`config.mk`:
```
export PLATFORM = sky130hd
export DESIGN_NAME = dsw_status_word
export DESIGN_NICKNAME = d
export VERILOG_FILES = /design/src/rtl/dsw_pkg.sv /design/src/rtl/dsw_sync_track.sv /design/src/rtl/dsw_lowbat.sv /design/src/rtl/dsw_frame_info.sv /design/src/rtl/dsw_sticky.sv /design/src/rtl/dsw_status_word.sv
export SDC_FILE = /design/constraint.sdc
export NUM_CORES = 1
export LEC_CHECK = 0
export BUFFER_PORTS_ARGS = -buffer_cell sky130_fd_sc_hd__buf_2
export CORE_MARGIN = 5
export CORE_UTILIZATION = 40
export CTS_BUF_LIST = sky130_fd_sc_hd__clkbuf_8
export CTS_CLUSTER_SIZE = 30
export DETAILED_ROUTE_END_ITERATION = 6
export PLACE_DENSITY = 0.78
export SKIP_LAST_GASP = 1
export SYNTH_ARGS = -nofsm -noshare
export SYNTH_HDL_FRONTEND = slang
export SYNTH_SLANG_ARGS = --single-unit
```
`constraint.sdc`:
```
create_clock -name clk -period 1.3 [get_ports clk]
set_clock_uncertainty 0.1 [all_clocks]
set_input_delay 0.065 -clock clk [delete_from_list [all_inputs] [get_ports clk]]
set_output_delay 0.065 -clock clk [all_outputs]
set_load 0.005 [all_outputs]
```
`src/rtl/dsw_pkg.sv`:
```
`timescale 1ns/1ps
package dsw_pkg;
  localparam int FRAME_W = 7;
  localparam int CYCLE_W = 4;
  localparam int ID_W    = 8;
  localparam int WORD_W  = 32;
  localparam int N_EVT   = 3;  // minute, end-of-frame, overflow
  localparam int EVT_MIN = 0;
  localparam int EVT_EOF = 1;
  localparam int EVT_OVF = 2;

  typedef struct packed {
    logic [ID_W-1:0]    id;
    logic               fiv;
    logic [FRAME_W-1:0] frame;
    logic               sm;
    logic               lb;
    logic [1:0]         rsv_hi;
    logic [CYCLE_W-1:0] cycle;
    logic               smu;
    logic               lbu;
    logic               rsv_b5;
    logic               mt;
    logic               rsv_b3;
    logic               eof;
    logic               rsv_b1;
    logic               boe;
  } status_t;
endpackage

```
`src/rtl/dsw_sync_track.sv`:
```
`timescale 1ns/1ps
module dsw_sync_track (
  input  logic clk,
  input  logic rst,
  input  logic active_i,
  input  logic on_i,
  input  logic off_i,
  input  logic found_i,
  input  logic lost_i,
  input  logic expired_i,
  input  logic read_i,
  output logic sm_o,
  output logic smu_o
);
  logic sm_q, smu_q, first_q;

  always_ff @(posedge clk) begin
    if (rst) begin
      sm_q    <= 1'b0;
      smu_q   <= 1'b0;
      first_q <= 1'b0;
    end else begin
      if (read_i) smu_q <= 1'b0;
      if (off_i) begin
        sm_q    <= 1'b0;
        first_q <= 1'b0;
      end else if (on_i) begin
        first_q <= 1'b1;
      end else if (active_i) begin
        if (found_i && !sm_q) begin
          sm_q  <= 1'b1;
          smu_q <= 1'b1;
        end else if (lost_i && sm_q) begin
          sm_q  <= 1'b0;
          smu_q <= 1'b1;
        end
        if (first_q && (found_i || expired_i)) begin
          smu_q   <= 1'b1;
          first_q <= 1'b0;
        end
      end
    end
  end

  assign sm_o  = sm_q;
  assign smu_o = smu_q;

  AST_OFF_DROPS_SM:  assert property (@(posedge clk) disable iff (rst) off_i |=> !sm_q);
  AST_OFF_NO_SMU:    assert property (@(posedge clk) disable iff (rst) (off_i && !smu_q) |=> !smu_q);
  AST_SM_RISE_FLAGS: assert property (@(posedge clk) disable iff (rst) $rose(sm_q) |-> smu_q);
endmodule

```
`src/rtl/dsw_lowbat.sv`:
```
`timescale 1ns/1ps
module dsw_lowbat (
  input  logic clk,
  input  logic rst,
  input  logic active_i,
  input  logic on_i,
  input  logic pol_i,
  input  logic sample_i,
  input  logic pin_i,
  input  logic read_i,
  output logic lb_o,
  output logic lbu_o
);
  logic lb_q, lbu_q;

  always_ff @(posedge clk) begin
    if (rst) begin
      lb_q  <= 1'b0;
      lbu_q <= 1'b0;
    end else begin
      if (read_i) lbu_q <= 1'b0;
      if (on_i) begin
        lb_q <= ~pol_i;
      end else if (active_i && sample_i) begin
        lb_q <= pin_i;
        if (pin_i != lb_q) lbu_q <= 1'b1;
      end
    end
  end

  assign lb_o  = lb_q;
  assign lbu_o = lbu_q;

  AST_LB_CHANGE_FLAGS: assert property (@(posedge clk) disable iff (rst)
    (active_i && !on_i && sample_i && (pin_i != lb_q)) |=> lbu_q);
  AST_ON_NO_LBU:  assert property (@(posedge clk) disable iff (rst) (on_i && !lbu_q) |=> !lbu_q);
  AST_ON_LOADS_LB: assert property (@(posedge clk) disable iff (rst) on_i |=> (lb_q == !$past(pol_i)));
endmodule

```
`src/rtl/dsw_frame_info.sv`:
```
`timescale 1ns/1ps
module dsw_frame_info #(
  parameter int FRAME_W = 7,
  parameter int CYCLE_W = 4
) (
  input  logic               clk,
  input  logic               rst,
  input  logic               active_i,
  input  logic               off_i,
  input  logic               sm_i,
  input  logic               blk0_i,
  input  logic               finfo_i,
  input  logic               lost_i,
  input  logic               async_i,
  input  logic [FRAME_W-1:0] frame_i,
  input  logic [CYCLE_W-1:0] cycle_i,
  output logic               fiv_o,
  output logic [FRAME_W-1:0] frame_o,
  output logic [CYCLE_W-1:0] cycle_o
);
  logic               fiv_q;
  logic [FRAME_W-1:0] frame_q;
  logic [CYCLE_W-1:0] cycle_q;
  logic               drop;

  assign drop = off_i || (active_i && (lost_i || async_i));

  always_ff @(posedge clk) begin
    if (rst) begin
      fiv_q   <= 1'b0;
      frame_q <= '0;
      cycle_q <= '0;
    end else begin
      if (active_i && blk0_i && !off_i) begin
        frame_q <= frame_i;
        cycle_q <= cycle_i;
        if (finfo_i && sm_i) fiv_q <= 1'b1;
      end
      if (drop) fiv_q <= 1'b0;
    end
  end

  assign fiv_o   = fiv_q;
  assign frame_o = frame_q;
  assign cycle_o = cycle_q;

  AST_OFF_DROPS_FIV: assert property (@(posedge clk) disable iff (rst) off_i |=> !fiv_q);
endmodule

```
`src/rtl/dsw_sticky.sv`:
```
`timescale 1ns/1ps
module dsw_sticky #(
  parameter int N = 3
) (
  input  logic         clk,
  input  logic         rst,
  input  logic [N-1:0] set_i,
  input  logic         read_i,
  output logic [N-1:0] q_o
);
  logic [N-1:0] q;

  for (genvar i = 0; i < N; i++) begin : g_flag
    always_ff @(posedge clk) begin
      if (rst)           q[i] <= 1'b0;
      else if (set_i[i]) q[i] <= 1'b1;
      else if (read_i)   q[i] <= 1'b0;
    end
    AST_SET_SURVIVES: assert property (@(posedge clk) disable iff (rst) set_i[i] |=> q[i]);
    AST_READ_CLEARS:  assert property (@(posedge clk) disable iff (rst) (read_i && !set_i[i]) |=> !q[i]);
  end

  assign q_o = q;
endmodule

```
`src/rtl/dsw_status_word.sv`:
```
`timescale 1ns/1ps
module dsw_status_word
  import dsw_pkg::*;
#(
  parameter logic [ID_W-1:0] PKT_ID = 8'h7F
) (
  input  logic               clk,
  input  logic               rst,
  input  logic               pwr_on_i,
  input  logic               pwr_off_i,
  input  logic               lb_pol_i,
  input  logic               sync_en_i,
  input  logic               minute_en_i,
  input  logic               blk0_end_i,
  input  logic [FRAME_W-1:0] frame_num_i,
  input  logic [CYCLE_W-1:0] cycle_num_i,
  input  logic               finfo_ok_i,
  input  logic               sync_found_i,
  input  logic               sync_lost_i,
  input  logic               search_exp_i,
  input  logic               async_i,
  input  logic               minute_i,
  input  logic               lb_sample_i,
  input  logic               lb_pin_i,
  input  logic               eof_i,
  input  logic               ovf_i,
  input  logic               read_i,
  output logic [WORD_W-1:0]  status_o,
  output logic               attn_o
);
  logic               active_q;
  logic               on_evt, off_evt;
  logic               sm, smu, lb, lbu, fiv;
  logic [FRAME_W-1:0] frame;
  logic [CYCLE_W-1:0] cycle;
  logic [N_EVT-1:0]   evt_set, evt_q;
  status_t            word;

  assign off_evt = pwr_off_i;
  assign on_evt  = pwr_on_i && !pwr_off_i && !active_q;

  always_ff @(posedge clk) begin
    if (rst)          active_q <= 1'b0;
    else if (off_evt) active_q <= 1'b0;
    else if (on_evt)  active_q <= 1'b1;
  end

  dsw_sync_track u_sync (
    .clk(clk), .rst(rst), .active_i(active_q), .on_i(on_evt), .off_i(off_evt),
    .found_i(sync_found_i), .lost_i(sync_lost_i), .expired_i(search_exp_i),
    .read_i(read_i), .sm_o(sm), .smu_o(smu)
  );

  dsw_lowbat u_lowbat (
    .clk(clk), .rst(rst), .active_i(active_q), .on_i(on_evt), .pol_i(lb_pol_i),
    .sample_i(lb_sample_i), .pin_i(lb_pin_i), .read_i(read_i),
    .lb_o(lb), .lbu_o(lbu)
  );

  dsw_frame_info #(.FRAME_W(FRAME_W), .CYCLE_W(CYCLE_W)) u_frame (
    .clk(clk), .rst(rst), .active_i(active_q), .off_i(off_evt), .sm_i(sm),
    .blk0_i(blk0_end_i), .finfo_i(finfo_ok_i), .lost_i(sync_lost_i),
    .async_i(async_i), .frame_i(frame_num_i), .cycle_i(cycle_num_i),
    .fiv_o(fiv), .frame_o(frame), .cycle_o(cycle)
  );

  always_comb begin
    evt_set          = '0;
    evt_set[EVT_MIN] = minute_i;
    evt_set[EVT_EOF] = eof_i;
    evt_set[EVT_OVF] = ovf_i;
  end

  dsw_sticky #(.N(N_EVT)) u_evt (
    .clk(clk), .rst(rst), .set_i(evt_set), .read_i(read_i), .q_o(evt_q)
  );

  always_comb begin
    word        = '0;
    word.id     = PKT_ID;
    word.fiv    = fiv;
    word.frame  = frame;
    word.sm     = sm;
    word.lb     = lb;
    word.cycle  = cycle;
    word.smu    = smu;
    word.lbu    = lbu;
    word.mt     = evt_q[EVT_MIN];
    word.eof    = evt_q[EVT_EOF];
    word.boe    = evt_q[EVT_OVF];
  end

  assign status_o = word;
  assign attn_o   = (smu && sync_en_i) || (evt_q[EVT_MIN] && minute_en_i)
                  || lbu || evt_q[EVT_EOF] || evt_q[EVT_OVF];

  AST_FIV_NEEDS_SM: assert property (@(posedge clk) disable iff (rst) fiv |-> sm);
  AST_OFF_FREEZES_SYNC: assert property (@(posedge clk) disable iff (rst)
    (!active_q && !pwr_on_i && !sm) |=> !sm);
endmodule

```
# Yosys cells after proc, flatten, opt, wreduce, memory -nomap -nowiden
# Cells that the tools add are included.
# totals
inputBits	30
word_cells	71
register_bits	21
out_inout_bits	33
# op_classes
n_eq_ne	1
reduce_logical	34
n_bitwise	2
n_mux	22
# ops
cell	n
1-bit 2-to-1 mux	22
2-bit nonzero test	7
1-bit logical AND	12
1-bit logical OR	7
2-bit AND reduction	2
2-bit OR reduction	2
1-bit zero test	3
3-bit AND reduction	1
1-bit NOT	2
1-bit != test	1

# Longest topological paths before layout
# depth
ltp_word	7
depth_mapped	5
ltp_nobuf	3

# Cells and area by module
# A second synthesis with hierarchy kept.
# unflattened
hier_cells	106
area_unflattened_um2	1003.5
# by_module_without_submodules
mod	cells_each	area_each_um2	seq_area_each_um2	n_inst
dsw_frame_info	42	456.7	240.2	1
dsw_status_word	27	200.2	20.0	1
dsw_sync_track	16	146.4	60.1	1
dsw_sticky	12	105.1	60.1	1
dsw_lowbat	9	95.1	40.0	1

# Worst setup path before layout
# OpenSTA, ideal clock, no wires.
# synth_timing
path_kind	register to register
startpoint	register active_q
endpoint	register u_frame.frame_q[2], in the netlist u_frame.frame_o[2]
required_ns	1.072
arrival_time_ns	0.871
path_buffers	2
stages_incl_launch_ff	6
setup_slack_ns	0.202
synth_period_minus_slack_ns	1.098
setup_time_ns	0.128
cell_sequence	dfxtp_1 clkbuf_8 nand3b_4 buf_12 mux2i_1 nor2_1
# synth_via
elab_chain_cells	2
# synth_lines
element	line	rtl
start, declared	dsw_status_word.sv:31	logic active_q;
start signal, assigned	dsw_status_word.sv:43	if (rst) active_q <= 1'b0;
start signal, assigned	dsw_status_word.sv:44	else if (off_evt) active_q <= 1'b0;
start signal, assigned	dsw_status_word.sv:45	else if (on_evt) active_q <= 1'b1;
1-bit logical AND (2 in a row)	dsw_frame_info.sv:34	if (active_i && blk0_i && !off_i) begin
end signal, assigned	dsw_frame_info.sv:35	frame_q <= frame_i;
end, declared	dsw_frame_info.sv:22	logic [FRAME_W-1:0] frame_q;
# No other way between the ends.
# A chain may end at the register's enable or synchronous reset.

# Final worst setup path
# layout_timing
startpoint	register active_q
endpoint	register u_frame.frame_q[4], in the netlist u_frame.frame_o[4]
# The elaborated chain is that of the path after synthesis.

==> flow_summary_export.csv <==
group,metric,value,unit
finish,drive_gt1_frac,0.3273,
finish,finalNonFillerCells,195,
synth,netlist_area,991.0,um^2
clock_network,htree_levels,1,
timing,rsz0062_at_grt,"false",
synth,synth.area.top_cells,"dfxtp_1, buf_4, mux2i_1, nor2_1, a211oi_1",
drt,ant_nets,0,
floorplanning,rows,18,
floorplanning,io-pin-count,63,
placement,dp_cells,174,
drt,wl,2244,um
clock_network,insertion_delay,0.25,ns
floorplanning,fp.dieH,59.78,um
drt,viasPerCell,4.492,
drt,drc_errors,0,
floorplanning,die_w,59.78,um
placement,globalplace.congestion,0.6915,
synth,synthFlopType,"dfxtp_1",
floorplanning,core_area,2432,um^2
timing,hold_violations,0,
setup_path,crit_arrival,1.24,ns
timing,setup_slack,0.09845,ns
synth,synthArstFlopShare,0,
finish,seqCellArea,420.4,um^2
timing,finalCritPeriodShare,0.9243,
clock_network,cts_buffer_depth,2,
drt,dr.pass1.iters,4,
grt,grt_max_degree,22,
timing,max_freq,832.3,MHz
clock_network,clock_sinks,21,
placement,dp_hpwl,1632,um
setup_path,slowest_delay,0.47,ns
clock_network,numCtsBuffers,3,
grt,grt_first_pass_wirelength,3650,um
synth,synth_top_area_share,0.4242,
pwr,peakVddDrop,0.5645,mV
timing,fin_crit,1.202,ns
pwr,power_density,935.7,nW/um^2
timing,finalMaxSlewViolations,0,
synth,avgSynthCellArea,9.438,um^2
finish,multi_input_area,427.9,um^2
setup_path,worstSetupEndpointType,"register",
synth,synth.most_common_cell,"dfxtp_1",
grt,grtUsageTotal,0.1335,
setup_path,startpoint_type,"register",
pwr,power,1.274,mW
grt,first_global_vias,903,
synth,syn_inst,105,
finish,antenna_cells,0,
setup_path,path_cells,"nand3b_4 -> mux2i_1 -> nor2_1",
synth,seq_area_frac_synth,0.4242,
synth,synth_top_cell_by_area,"dfxtp_1",
finish,fillers,220,
placement,io_buffers,49,
floorplanning,dieArea,3573,um^2
finish,nNetsFinal,196,
min_path,hp-class,"input pin to register",
synth,synth_edf_count,0,
placement,place_ws,0.09818,ns
timing,fin_tns_setup,0,ns
job,maxCapViolCount,0,
synth,synth_seq_cells,21,
drt,wl_per_cell,11.51,um
grt,antenna_found_initial,0,
finish,area_delta_synth_final,37.37,%
timing,setup_viol,0,
synth,ys_types,24,
grt,gr-total-overflow,0,
outcome,outcome,"finished clean",
setup_path,crit_required,1.33,ns
drt,vias,876,
setup_path,worst-path-max-fanout,12,
clock_network,ctsResizeCount,0,
clock_network,ctsRootBufferMaster,"clkbuf_8",
synth,synth.top_cells.by_count,"dfxtp_1, buf_4, nor2_1",
setup_path,cp_slowest_cell,"dfxtp_1",
floorplanning,start_util,0.4074,
setup_path,path_class,"register to register",
pwr,cellLeakagePower,0.7660,nW
clock_network,path_clk_slew,0.07,ns
drt,first_iter_violations,51,
clock_network,cts_tree,"built",
synth,yosys_warnings,0,
finish,fin_util,0.5597,
## what timing repair did
action	in CTS	in global routing
hold endpoints to repair	18	0
setup buffers	0	0
hold buffers	17	0
## kinds of logic (layout without fill, tap and decap cells)
kind of cell / after synthesis / count (layout) / share of synthesized area
AO/OA/AOI/OAI: 16 / 16 / 0.1136
XOR/XNOR: 1 / 1 / 0.008840
buffers and inverters: 24 / 73 / 0.1856
flip-flops: 21 / 21 / 0.4242
multiplexers: 12 / 12 / 0.1212
other: 2 / 13 / 0.007579
AND/OR/NAND/NOR: 29 / 29 / 0.1389
## critical path: cells and delay by family (launching register included)
family,cells,cell delay [ns]
DFF,1,0.47
and+or+nand+nor,2,0.30
muxes,1,0.22
## power breakdown
part | internal (mW) | switching (mW)
clock | 0.210 | 0.201
combinational | 0.107 | 0.0797
sequential | 0.661 | 0.0150
## layout by cell type (no fill, tap or decap)
| cell | netlist | layout |
|---|---|---|
| nor3b_1 | 1 | 1 |
| o41ai_1 | 1 | 1 |
| nor3_1 | 3 | 3 |
| nor2b_1 | 1 | 1 |
| buf_4 | 18 | 1 |
| a22oi_1 | 3 | 3 |
| conb_1 | 2 | 13 |
| nand2b_1 | 1 | 1 |
| inv_1 | 2 | 3 |
| o21ai_0 | 2 | 2 |
| dlygate4sd3_1 | 0 | 17 |
| nor2_1 | 18 | 18 |
| o21a_1 | 2 | 2 |
| nand2_1 | 4 | 4 |
| xor2_1 | 1 | 1 |
| o211a_1 | 1 | 1 |
| buf_2 | 0 | 49 |
| mux2i_1 | 12 | 12 |
| a32oi_1 | 1 | 1 |
| a21oi_1 | 3 | 3 |
| dfxtp_1 | 21 | 21 |
| a211oi_1 | 3 | 3 |
| clkbuf_8 | 1 | 3 |
| nand3b_4 | 1 | 1 |
## flip-flops by register name, summed over array words and instances (netlist names)
signal,count
active_q,1
u_frame.frame_o,7
u_sync.first_q,1
u_lowbat.lbu_o,1
u_evt.q_o,3
u_frame.fiv_o,1
u_frame.cycle_o,4
u_lowbat.lb_o,1
u_sync.smu_o,1
u_sync.sm_o,1
## routing by layer
layer  GRT usage  vias to the layer above  share of wire
li1            -                      441              -
met1      0.1346                      399           0.38
met2      0.2639                       34           0.53
met3     0.01944                        2          0.076
met4     0.05696                        0          0.012
met5           0                        -              0
## final cells by class
cell class | instances | share of cell area
clock buffer | 3 | 0.03033
clock inverter | 1 | 0.002757
inverter | 2 | 0.005515
multi-input combinational | 71 | 0.3143
sequential | 21 | 0.3088
tap | 30 | 0.02757
timing repair buffer | 67 | 0.3107
## metrics by stage
stage	hold WS [ns]	instance area (um^2)
6_report	0.005732	1361
5_1_grt	0.02474	1361
3_3_place_gp	0.1774	1146
2_1_floorplan	0.04431	1032
4_1_cts	0.005281	1361
3_5_place_dp	0.1828	1146
## final timing paths
check	cells past startpoint	start	slack (ns)	to
setup / recovery	3	active_q	0.1	u_frame.frame_o[4]
hold reg to reg	2	u_sync.smu_o	0.39	u_sync.smu_o
hold / removal	3	async_i	0.006	u_frame.fiv_o
setup reg to reg	3	active_q	0.1	u_frame.frame_o[4]
Note: power is estimated with default switching activity, not from simulation.
